### src/rtl/twsPkg.sv
package twsPkg;
  typedef enum logic [1:0] {DRV_HOLD, DRV_REL, DRV_ACK} drvSel_t;

  typedef struct packed {
    logic    clrBits;
    logic    shiftIn;
    logic    loadTx;
    logic    shiftTx;
    drvSel_t drv;
  } dpCtl_t;

  typedef enum logic [3:0] {
    ST_IDLE, ST_ADDR, ST_ADDR_ACK, ST_INSTR, ST_INSTR_ACK,
    ST_WDATA, ST_WDATA_ACK, ST_RDATA, ST_RDATA_ACK, ST_WAIT_STOP
  } busState_t;
endpackage

### src/rtl/twsLineSync.sv
module twsLineSync #(
  parameter int STAGES = 2
) (
  input  logic       clk,
  input  logic       rstN,
  input  logic [1:0] rawIn,      // [1] = SCL, [0] = SDA
  output logic       sclS,
  output logic       sdaS,
  output logic       sclRise,
  output logic       sclFall,
  output logic       startCond,
  output logic       stopCond
);
  logic [1:0] syncd;
  logic       sclP, sdaP;

  for (genvar g = 0; g < 2; g++) begin : gLine
    logic [STAGES-1:0] chain;
    always_ff @(posedge clk or negedge rstN) begin
      if (!rstN) chain <= '1;
      else       chain <= {chain[STAGES-2:0], rawIn[g]};
    end
    assign syncd[g] = chain[STAGES-1];
  end

  assign sclS = syncd[1];
  assign sdaS = syncd[0];

  always_ff @(posedge clk or negedge rstN) begin
    if (!rstN) begin
      sclP <= 1'b1;
      sdaP <= 1'b1;
    end else begin
      sclP <= sclS;
      sdaP <= sdaS;
    end
  end

  assign sclRise   = sclS & ~sclP;
  assign sclFall   = ~sclS & sclP;
  assign startCond = sclS & sclP & sdaP & ~sdaS;
  assign stopCond  = sclS & sclP & ~sdaP & sdaS;
endmodule

### src/rtl/twsDatapath.sv
module twsDatapath
  import twsPkg::*;
#(
  parameter int              DATA_W   = 8,
  parameter int              STRAP_W  = 4,
  parameter logic [DATA_W-STRAP_W-1:0] DEV_TYPE = 4'b0101,
  localparam int             CNT_W    = $clog2(DATA_W + 1)
) (
  input  logic               clk,
  input  logic               rstN,
  input  dpCtl_t             ctl,
  input  logic               sdaS,
  input  logic [DATA_W-1:0]  rdByte,
  input  logic [STRAP_W-1:0] strapAddr,
  output logic               lastBit,
  output logic               byteFull,
  output logic               addrHit,
  output logic [DATA_W-1:0]  rxByte,
  output logic               sdaLow
);
  logic [DATA_W-2:0] shiftReg;
  logic [DATA_W-2:0] txReg;
  logic [CNT_W-1:0]  bitCnt;
  logic [DATA_W-1:0] rxNext;

  assign rxNext   = {shiftReg, sdaS};
  assign lastBit  = (bitCnt == CNT_W'(DATA_W - 1));
  assign byteFull = (bitCnt == CNT_W'(DATA_W));
  assign addrHit  = (rxNext[DATA_W-1:STRAP_W] == DEV_TYPE) &&
                    (rxNext[STRAP_W-1:0] == strapAddr);

  always_ff @(posedge clk or negedge rstN) begin
    if (!rstN) begin
      shiftReg <= '0;
      bitCnt   <= '0;
      rxByte   <= '0;
    end else if (ctl.clrBits) begin
      bitCnt <= '0;
    end else if (ctl.shiftIn) begin
      shiftReg <= rxNext[DATA_W-2:0];
      bitCnt   <= bitCnt + 1'b1;
      if (lastBit) rxByte <= rxNext;
    end
  end

  always_ff @(posedge clk or negedge rstN) begin
    if (!rstN) begin
      txReg  <= '0;
      sdaLow <= 1'b0;
    end else if (ctl.loadTx) begin
      txReg  <= rdByte[DATA_W-2:0];
      sdaLow <= ~rdByte[DATA_W-1];
    end else if (ctl.shiftTx) begin
      txReg  <= {txReg[DATA_W-3:0], 1'b0};
      sdaLow <= ~txReg[DATA_W-2];
    end else begin
      case (ctl.drv)
        DRV_REL: sdaLow <= 1'b0;
        DRV_ACK: sdaLow <= 1'b1;
        default: sdaLow <= sdaLow;
      endcase
    end
  end

  AST_CNT_BOUNDED: assert property (@(posedge clk) disable iff (!rstN)
    bitCnt <= CNT_W'(DATA_W));
endmodule

### src/rtl/twsControl.sv
module twsControl
  import twsPkg::*;
(
  input  logic      clk,
  input  logic      rstN,
  input  logic      sclRise,
  input  logic      sclFall,
  input  logic      startCond,
  input  logic      stopCond,
  input  logic      sdaS,
  input  logic      lastBit,
  input  logic      byteFull,
  input  logic      addrHit,
  input  logic      nvBusy,
  input  logic      engAck,
  input  logic      engRead,
  output dpCtl_t    ctl,
  output busState_t state,
  output logic      instrValid,
  output logic      dataValid,
  output logic      rdNext,
  output logic      startSeen,
  output logic      stopSel
);
  busState_t stateN;
  logic ackPend, ackPendN, mAck, mAckN, readMode, readModeN, selected, selectedN;
  logic instrP, dataP, rdP, startP, stopP;

  always_comb begin
    ctl       = '{clrBits: 1'b0, shiftIn: 1'b0, loadTx: 1'b0, shiftTx: 1'b0, drv: DRV_HOLD};
    stateN    = state;
    ackPendN  = ackPend;
    mAckN     = mAck;
    readModeN = readMode;
    selectedN = selected;
    instrP = 1'b0; dataP = 1'b0; rdP = 1'b0; startP = 1'b0; stopP = 1'b0;
    if (startCond) begin
      stateN      = ST_ADDR;
      ctl.clrBits = 1'b1;
      ctl.drv     = DRV_REL;
      selectedN   = 1'b0;
      startP      = 1'b1;
    end else if (stopCond) begin
      stateN    = ST_IDLE;
      ctl.drv   = DRV_REL;
      stopP     = selected;
      selectedN = 1'b0;
    end else begin
      case (state)
        ST_ADDR: begin
          if (sclRise) begin
            ctl.shiftIn = 1'b1;
            if (lastBit) ackPendN = addrHit && !nvBusy;
          end else if (sclFall && byteFull) begin
            if (ackPend) begin
              stateN    = ST_ADDR_ACK;
              ctl.drv   = DRV_ACK;
              selectedN = 1'b1;
            end else begin
              stateN = ST_WAIT_STOP;
            end
          end
        end
        ST_ADDR_ACK: if (sclFall) begin
          stateN      = ST_INSTR;
          ctl.clrBits = 1'b1;
          ctl.drv     = DRV_REL;
        end
        ST_INSTR: begin
          if (sclRise) begin
            ctl.shiftIn = 1'b1;
            instrP      = lastBit;
          end else if (sclFall && byteFull) begin
            if (engAck) begin
              stateN    = ST_INSTR_ACK;
              ctl.drv   = DRV_ACK;
              readModeN = engRead;
            end else begin
              stateN = ST_WAIT_STOP;
            end
          end
        end
        ST_INSTR_ACK: if (sclFall) begin
          ctl.clrBits = 1'b1;
          if (readMode) begin
            stateN     = ST_RDATA;
            ctl.loadTx = 1'b1;
          end else begin
            stateN  = ST_WDATA;
            ctl.drv = DRV_REL;
          end
        end
        ST_WDATA: begin
          if (sclRise) begin
            ctl.shiftIn = 1'b1;
            dataP       = lastBit;
          end else if (sclFall && byteFull) begin
            if (engAck) begin
              stateN  = ST_WDATA_ACK;
              ctl.drv = DRV_ACK;
            end else begin
              stateN = ST_WAIT_STOP;
            end
          end
        end
        ST_WDATA_ACK: if (sclFall) begin
          stateN      = ST_WDATA;
          ctl.clrBits = 1'b1;
          ctl.drv     = DRV_REL;
        end
        ST_RDATA: begin
          if (sclRise) begin
            ctl.shiftIn = 1'b1;
          end else if (sclFall) begin
            if (byteFull) begin
              stateN  = ST_RDATA_ACK;
              ctl.drv = DRV_REL;
            end else begin
              ctl.shiftTx = 1'b1;
            end
          end
        end
        ST_RDATA_ACK: begin
          if (sclRise) begin
            mAckN = ~sdaS;
            rdP   = ~sdaS;
          end else if (sclFall) begin
            if (mAck) begin
              stateN      = ST_RDATA;
              ctl.clrBits = 1'b1;
              ctl.loadTx  = 1'b1;
            end else begin
              stateN = ST_WAIT_STOP;
            end
          end
        end
        default: ;
      endcase
    end
  end

  always_ff @(posedge clk or negedge rstN) begin
    if (!rstN) begin
      state      <= ST_IDLE;
      ackPend    <= 1'b0;
      mAck       <= 1'b0;
      readMode   <= 1'b0;
      selected   <= 1'b0;
      instrValid <= 1'b0;
      dataValid  <= 1'b0;
      rdNext     <= 1'b0;
      startSeen  <= 1'b0;
      stopSel    <= 1'b0;
    end else begin
      state      <= stateN;
      ackPend    <= ackPendN;
      mAck       <= mAckN;
      readMode   <= readModeN;
      selected   <= selectedN;
      instrValid <= instrP;
      dataValid  <= dataP;
      rdNext     <= rdP;
      startSeen  <= startP;
      stopSel    <= stopP;
    end
  end

  AST_START_TO_ADDR: assert property (@(posedge clk) disable iff (!rstN)
    startCond |=> (state == ST_ADDR));
  AST_STOP_TO_IDLE: assert property (@(posedge clk) disable iff (!rstN)
    stopCond |=> (state == ST_IDLE));
  AST_STOPSEL_ONLY_IDLE: assert property (@(posedge clk) disable iff (!rstN)
    stopSel |-> (state == ST_IDLE));
endmodule

### src/rtl/twoWireSlave.sv
module twoWireSlave
  import twsPkg::*;
#(
  parameter int SYNC_STAGES = 2,
  parameter int DATA_W      = 8,
  parameter int STRAP_W     = 4,
  parameter logic [DATA_W-STRAP_W-1:0] DEV_TYPE = 4'b0101
) (
  input  logic               clk,
  input  logic               rstN,
  input  logic               sclIn,
  input  logic               sdaIn,
  output logic               sdaPullLow,
  input  logic [STRAP_W-1:0] strapAddr,
  input  logic               nvBusy,
  input  logic               engAck,
  input  logic               engRead,
  input  logic [DATA_W-1:0]  rdByte,
  output logic [DATA_W-1:0]  rxByte,
  output logic               instrValid,
  output logic               dataValid,
  output logic               rdNext,
  output logic               startSeen,
  output logic               stopSel
);
  logic      sclS, sdaS, sclRise, sclFall, startCond, stopCond;
  logic      lastBit, byteFull, addrHit;
  dpCtl_t    ctl;
  busState_t state;

  twsLineSync #(.STAGES(SYNC_STAGES)) u_sync (
    .clk(clk), .rstN(rstN), .rawIn({sclIn, sdaIn}),
    .sclS(sclS), .sdaS(sdaS), .sclRise(sclRise), .sclFall(sclFall),
    .startCond(startCond), .stopCond(stopCond)
  );

  twsControl u_ctl (
    .clk(clk), .rstN(rstN), .sclRise(sclRise), .sclFall(sclFall),
    .startCond(startCond), .stopCond(stopCond), .sdaS(sdaS),
    .lastBit(lastBit), .byteFull(byteFull), .addrHit(addrHit),
    .nvBusy(nvBusy), .engAck(engAck), .engRead(engRead),
    .ctl(ctl), .state(state), .instrValid(instrValid), .dataValid(dataValid),
    .rdNext(rdNext), .startSeen(startSeen), .stopSel(stopSel)
  );

  twsDatapath #(.DATA_W(DATA_W), .STRAP_W(STRAP_W), .DEV_TYPE(DEV_TYPE)) u_dp (
    .clk(clk), .rstN(rstN), .ctl(ctl), .sdaS(sdaS), .rdByte(rdByte),
    .strapAddr(strapAddr), .lastBit(lastBit), .byteFull(byteFull),
    .addrHit(addrHit), .rxByte(rxByte), .sdaLow(sdaPullLow)
  );

  AST_SILENT_UNSELECTED: assert property (@(posedge clk) disable iff (!rstN)
    (state == ST_IDLE || state == ST_ADDR || state == ST_WAIT_STOP) |-> !sdaPullLow);
  AST_READ_ACK_RELEASED: assert property (@(posedge clk) disable iff (!rstN)
    (state == ST_RDATA_ACK) |-> !sdaPullLow);
  AST_PULL_EDGE_SCL_LOW: assert property (@(posedge clk) disable iff (!rstN)
    !$stable(sdaPullLow) |-> !sclS);
  AST_ONE_PULSE: assert property (@(posedge clk) disable iff (!rstN)
    $onehot0({instrValid, dataValid, rdNext, startSeen, stopSel}));
endmodule

### config.mk
export PLATFORM = sky130hd
export DESIGN_NAME = twoWireSlave
export DESIGN_NICKNAME = d
export VERILOG_FILES = /design/src/rtl/twsPkg.sv /design/src/rtl/twsLineSync.sv /design/src/rtl/twsDatapath.sv /design/src/rtl/twsControl.sv /design/src/rtl/twoWireSlave.sv
export SDC_FILE = /design/constraint.sdc
export NUM_CORES = 1
export LEC_CHECK = 0
export BUFFER_PORTS_ARGS = -buffer_cell sky130_fd_sc_hd__buf_2
export CAP_MARGIN = 20
export CORE_UTILIZATION = 60
export DETAILED_ROUTE_END_ITERATION = 8
export PLACE_DENSITY_LB_ADDON = 0.2
export SYNTH_ARGS = -nofsm -noshare
export SYNTH_HDL_FRONTEND = slang
export SYNTH_SLANG_ARGS = --single-unit
### constraint.sdc
create_clock -name clk -period 6 [get_ports clk]
set_clock_uncertainty 0.15 [all_clocks]
set_input_delay 0.3 -clock clk [delete_from_list [all_inputs] [get_ports clk]]
set_output_delay 0.3 -clock clk [all_outputs]
set_load 0.01 [all_outputs]
# == Word level (Yosys, flattened, before mapping) ==
# Index checks and enable logic that the tools add are counted.
# word_totals
regBits,46
latchBits,0
ramBits,0
romBits,0
input_bits,19
out_inout_bits,14
memories,0
# op_classes
add_sub_neg,1
n_mul,0
div_mod_pow,0
magnitude_cmp,0
eq_ne,29
shifts,0
n_mux,79
bitwise,17
reduce_logical,22
# op_table
op,count
two-way mux 4 bit,23
two-way mux 1 bit,36
!= test 4 x 3 -> 1 bit (second input constant),9
case mux 4 bit (8 select lines),1
== test 4 x 3 -> 1 bit (second input constant),6
two-way mux 2 bit,10
!= test 4 bit (second input constant),5
AND reduction 15 bit,1
two-way mux 7 bit,2
NOT 1 bit,10
case mux 2 bit (5 select lines),1
nonzero test 10 bit,1
two-way mux 3 bit,3
nonzero test 3 bit,3
== test 4 x 2 -> 1 bit (second input constant),2
== test 4 bit (second input constant),2
AND reduction 4 bit,2
bitwise AND 1 bit,7
case mux 1 bit (2 select lines),3
AND reduction 6 bit,1
AND reduction 5 bit,1
adder 4 x 1 -> 4 bit (second input constant),1
== test 4 x 1 -> 1 bit (second input constant),1
== test 4 bit,1
12 further kinds,16

# == Logic depth before layout (Yosys ltp) ==
# depth
word_depth,12
ltp_mapped,9

# == By module ==
# A second synthesis with hierarchy kept.
# hier_totals
cells_unflattened,216
area_unflattened_um2,2324.7
# modules_own_cells
module,instances,cells_per_inst,area_per_inst_um2
twsDatapath,1,100,1222.4
twsControl,1,106,912.1
twsLineSync,1,10,190.2

# == Worst setup path before layout ==
# No wires, ideal clock.
# synth_timing
path_type,flip-flop to flip-flop
start,register u_dp.bitCnt[0]
end,register u_dp.sdaLow
setup_ns,0.133
arrival_time_ns,1.913
slack_ns,3.804
path_stages_with_launch,10
synth_period_minus_slack_ns,2.196
path_cell_list,dfrtp_1 -> inv_1 -> ha_1 -> nand3b_1 -> nor3_1 -> and2_1 -> ha_1 -> mux2_2 -> a21oi_1 -> mux2i_1
# synth_between
elab_chain_cells,11
word_cells_on_any_way,22
cone_classes,eq/ne: 3; mux: 17; reduce/logical: 2
# synth_lines
element,line,rtl
"start, declared",twsDatapath.sv:23,logic [CNT_W-1:0] bitCnt;
"start signal, assigned",twsDatapath.sv:41,bitCnt <= bitCnt + 1'b1;
== test 4 bit (*),twsDatapath.sv:28,assign byteFull = (bitCnt == CNT_W'(DATA_W));
two-way mux 1 bit or logical AND 1 bit (tied branches),-,
two-way mux 3 bit (tied with other cells),twsControl.sv:114,end else if (sclFall) begin
two-way mux 3 bit (tied with other cells),twsControl.sv:112,if (sclRise) begin
case mux 2 bit (5 select lines),twsControl.sv:49,case (state)
two-way mux 2 bit,twsControl.sv:43,end else if (stopCond) begin
two-way mux 2 bit,twsControl.sv:37,if (startCond) begin
== test 2 bit or == test 2 x 1 -> 1 bit (tied branches),twsDatapath.sv:57,case (ctl.drv)
case mux 1 bit (2 select lines),twsDatapath.sv:57,
two-way mux 1 bit,twsDatapath.sv:53,end else if (ctl.shiftTx) begin
two-way mux 1 bit,twsDatapath.sv:50,end else if (ctl.loadTx) begin
"end signal, assigned",twsDatapath.sv:52,sdaLow <= ~rdByte[DATA_W-1];
"end signal, assigned",twsDatapath.sv:55,sdaLow <= ~txReg[DATA_W-2];
"end signal, assigned",twsDatapath.sv:60,default: sdaLow <= sdaLow;
"end, declared",twsDatapath.sv:19,output logic sdaLow
# Every way passes the cells marked *; elsewhere a longest branch is shown, timed or not.
# A chain may end at the register's enable or synchronous reset.

# == Final worst setup path ==
# layout_timing
start,register u_ctl.state[3]
end,register u_ctl.ackPend
# layout_between
elab_chain_cells,2
# layout_lines
element,line,rtl
"start, declared",twsControl.sv:18,"output busState_t state,"
"start signal, assigned",twsControl.sv:155,state <= stateN;
== test 4 x 1 -> 1 bit,twsControl.sv:49,
AND reduction 5 bit (no line),-,
"end signal, assigned",twsControl.sv:156,ackPend <= ackPendN;
"end, declared",twsControl.sv:26,"logic ackPend, ackPendN, mAck, mAckN, readMode, readModeN, selected, selectedN;"
# Every way passes these cells.

==> impl_metrics.py <==
metrics = {
    "outcome": {
        "status": "finished clean",
    },
    "worst_setup_path": {
        "cp_data_arrival_time_ns": 3.24,
        "startpoint_type": "flip-flop",
        "path_max_fanout": 18,
        "crit_required_ns": 6.03,
        "end_kind": "flip-flop",
        "setup.worst_path.class": "flip-flop to flip-flop",
    },
    "die": {
        "die-height_um": 64.90,
        "die_x_um": 64.90,
        "die_area_mm2": 0.004211,
        "rows": 22,
        "start_util": 0.6387,
        "core_area_mm2": 0.003716,
        "num_io_pins": 33,
    },
    "yosys": {
        "netlist_area_mm2": 0.002374,
        "ys_seq_area_frac": 0.4881,
        "synth.avg_cell_area_um2": 11.09,
        "syn_nets": 236,
        "syn_inst": 214,
        "ys_warn_count": 0,
        "synth_cell_types": 53,
        "ys_seq_elements": 46,
        "synth_edf_count": 0,
        "dominantRegCellSynth": "dfrtp_1",
        "ys_async_sr_fraction": 1.000,
    },
    "global_routing": {
        "gr-total-overflow": 0,
        "grt_pass1_vias": 1619,
        "grt_max_degree": 47,
        "grt_pass1_wl_um": 7631,
        "track_usage": 0.2392,
        "grt_antenna_before_repair": 0,
    },
    "clock_network": {
        "clk_path_buf_depth": 2,
        "clock-root-buffer": "clkbuf_8",
        "post_cts_buffers": 0,
        "cts.sinks": 46,
        "clock_latency_ns": 0.30,
        "cts_tree": "yes",
        "path_clk_slew_ns": 0.08,
        "cts.htree.levels": 2,
        "cts_made_buffers": 5,
    },
    "timing": {
        "finalHoldViolations": 0,
        "rsz0062_at_grt": "no",
        "drv_slew": 0,
        "slew_headroom": 0.4200,
        "tightest_slew_ns": 0.8682,
        "setup_viol": 0,
        "holdWs_ns": 0.02971,
        "min_period_over_period": 0.5339,
        "fmax_mhz": 312.2,
        "fin_ws_ns": 2.797,
        "period_minus_slack_ns": 3.203,
        "finalSetupTns_ns": 0,
    },
    "finish": {
        "area_growth_pct": 12.76,
        "final_common_cell": "dfrtp_1",
        "layout_common_cells": "40 x dfrtp_1, 32 x buf_2, 18 x nand2_1, 18 x mux2_2, 13 x o21ai_0",
        "drive_above_1_share": 0.2927,
        "diodes": 0,
        "final_cells": 294,
        "nets": 267,
    },
    "power": {
        "finalPower_w": 0.0009655,
        "p_sw_w": 0.0003506,
        "swShare": 0.3631,
        "clockPowerShare": 0.193,
        "p_int_w": 0.0006150,
        "comb_power_share": 0.315,
        "power_density_mw_per_mm2": 360.8,
        "pwr-share-seq": 0.491,
        "p_leak_nw": 1.229,
        "ir_worst_vdd_mv": 0.2336,
    },
    "routing": {
        "drt_iter0_markers": 185,
        "firstDrtPassIters": 4,
        "routedWlPerCell_um": 15.15,
        "vias_per_cell": 5.871,
        "ant_nets": 0,
        "num_vias": 1726,
        "wirelength_um": 4454,
        "drc_errors": 0,
    },
    "place": {
        "placed_cells": 282,
        "portBuffers": 32,
        "pre_cts_ws_ns": 2.819,
        "gp_congestion": 0.8834,
        "dp_hpwl_um": 3132,
    },
    "hold_path": {
        "min_path_type": "input pin to flip-flop",
    },
    "job": {
        "cap_violations": 0,
    },
}
[Yosys cell counts, types with 2 or more instances]
cell | number | share of area
a211oi_1 | 2 | 0.0063
a21boi_0 | 2 | 0.0063
a21o_1 | 3 | 0.0095
a21oi_1 | 3 | 0.0063
a311oi_1 | 2 | 0.0074
a32oi_1 | 2 | 0.0074
and2_1 | 2 | 0.0053
buf_2 | 5 | 0.011
clkbuf_1 | 6 | 0.0095
dfrtp_1 | 40 | 0.42
dfstp_2 | 6 | 0.066
ha_1 | 3 | 0.016
inv_1 | 5 | 0.0079
mux2_2 | 18 | 0.085
mux2i_1 | 10 | 0.042
nand2_1 | 18 | 0.028
nand2b_1 | 6 | 0.016
nand3b_1 | 4 | 0.013
nand4_1 | 2 | 0.0053
nor2_1 | 12 | 0.019
nor2b_1 | 3 | 0.0079
nor3_1 | 6 | 0.013
o211ai_1 | 3 | 0.0095
o21ai_0 | 13 | 0.027
o22ai_1 | 3 | 0.0079
o31ai_1 | 3 | 0.0095
xnor2_1 | 5 | 0.018
xor2_1 | 2 | 0.0074
[metrics by stage]
stage / utilization / area, µm²
after floorplan: - / 2374
after global placement: 0.6832 / 2539
after detailed placement: 0.6832 / 2539
after CTS: 0.7121 / 2646
after global routing: 0.7202 / 2676
final: 0.7202 / 2676
[what timing repair did]
action | 4_1_cts | 5_1_grt
hold endpoints to repair | 2 | 40
hold buffers | 2 | 1
gates resized for setup | 0 | 0
[cell families after synthesis]
kind of cell,share of synthesized area
and+or+nand+nor,0.1434
AOI/OAI and AO/OA,0.1534
DFF,0.4881
adders and majority gates,0.01582
xor gates and xnor gates,0.03269
muxes,0.1339
buffers and inverters,0.03268
[sequential cells by signal, indices dropped and copies added, names as in the netlist]
signal / count
u_ctl.ackPend: 1
u_ctl.dataValid: 1
u_ctl.instrValid: 1
u_ctl.mAck: 1
u_ctl.rdNext: 1
u_ctl.readMode: 1
u_ctl.selected: 1
u_ctl.startSeen: 1
u_ctl.state: 4
u_ctl.stopSel: 1
u_dp.bitCnt: 4
u_dp.rxByte: 8
u_dp.sdaLow: 1
u_dp.shiftReg: 7
u_dp.txReg: 7
u_sync.gLine.chain: 4
u_sync.sclP: 1
u_sync.sdaP: 1
[layout make-up]
type / instances / area (µm²)
flip-flops and latches: 46 / 1159
inverters: 6 / 22.52
multi-input cells: 150 / 1137
fillers: 272 / 1040
repair buffers: 36 / 210.2
well taps: 48 / 60.06
clock inverters: 2 / 15.01
clock buffers: 6 / 72.57
[path summary, 6_finish.rpt]
| path | startpoint | endpoint | slack, ns | depth (start not counted) |
|---|---|---|---|---|
| setup / recovery | u_ctl.state[3]$_DFFE_PN0P_ | u_ctl.ackPend$_DFFE_PN0P_ | 2.80 | 5 |
| hold / removal | rdByte[7] | u_dp.sdaLow$_DFFE_PN0P_ | 0.03 | 2 |
| setup reg to reg | u_ctl.state[3]$_DFFE_PN0P_ | u_ctl.ackPend$_DFFE_PN0P_ | 2.80 | 5 |
| hold reg to reg | u_sync.gLine[0].chain[0]$_DFF_PN1_ | u_sync.gLine[0].chain[1]$_DFF_PN1_ | 0.21 | 0 |
| max in group asynchronous | rstN | u_sync.gLine[0].chain[0]$_DFF_PN1_ | 5.01 | 3 |
| min in group asynchronous | rstN | u_dp.bitCnt[1]$_DFFE_PN0P_ | 0.20 | 2 |
[per-layer routing]
metal / track usage / share of wire / up-vias
met3: 0.04049 / 0.046 / 8
met5: 0 / 0 / -
met4: 0.1028 / 0.020 / 0
li1: - / - / 838
met1: 0.3442 / 0.45 / 822
met2: 0.3555 / 0.48 / 58
[power by group through the flow]
stage / logic, W / registers [W] / clock network [W]
after floorplan: 0.000280 / 0.000428 / 0
after global placement: 0.000297 / 0.000476 / 0
after detailed placement: 0.000301 / 0.000479 / 0
after CTS: 0.000303 / 0.000474 / 0.000191
after global routing: 0.000337 / 0.000489 / 0.000202
final: 0.000304 / 0.000475 / 0.000187
[worst max-delay path: stages (launching register included)]
cell	delay (ns)
dfrtp_1	0.56
nand2b_1	0.28
nor2_1	0.70
nand4b_1	0.67
nor3_1	0.37
mux2_2	0.36
(Power assumes the default switching activity.)
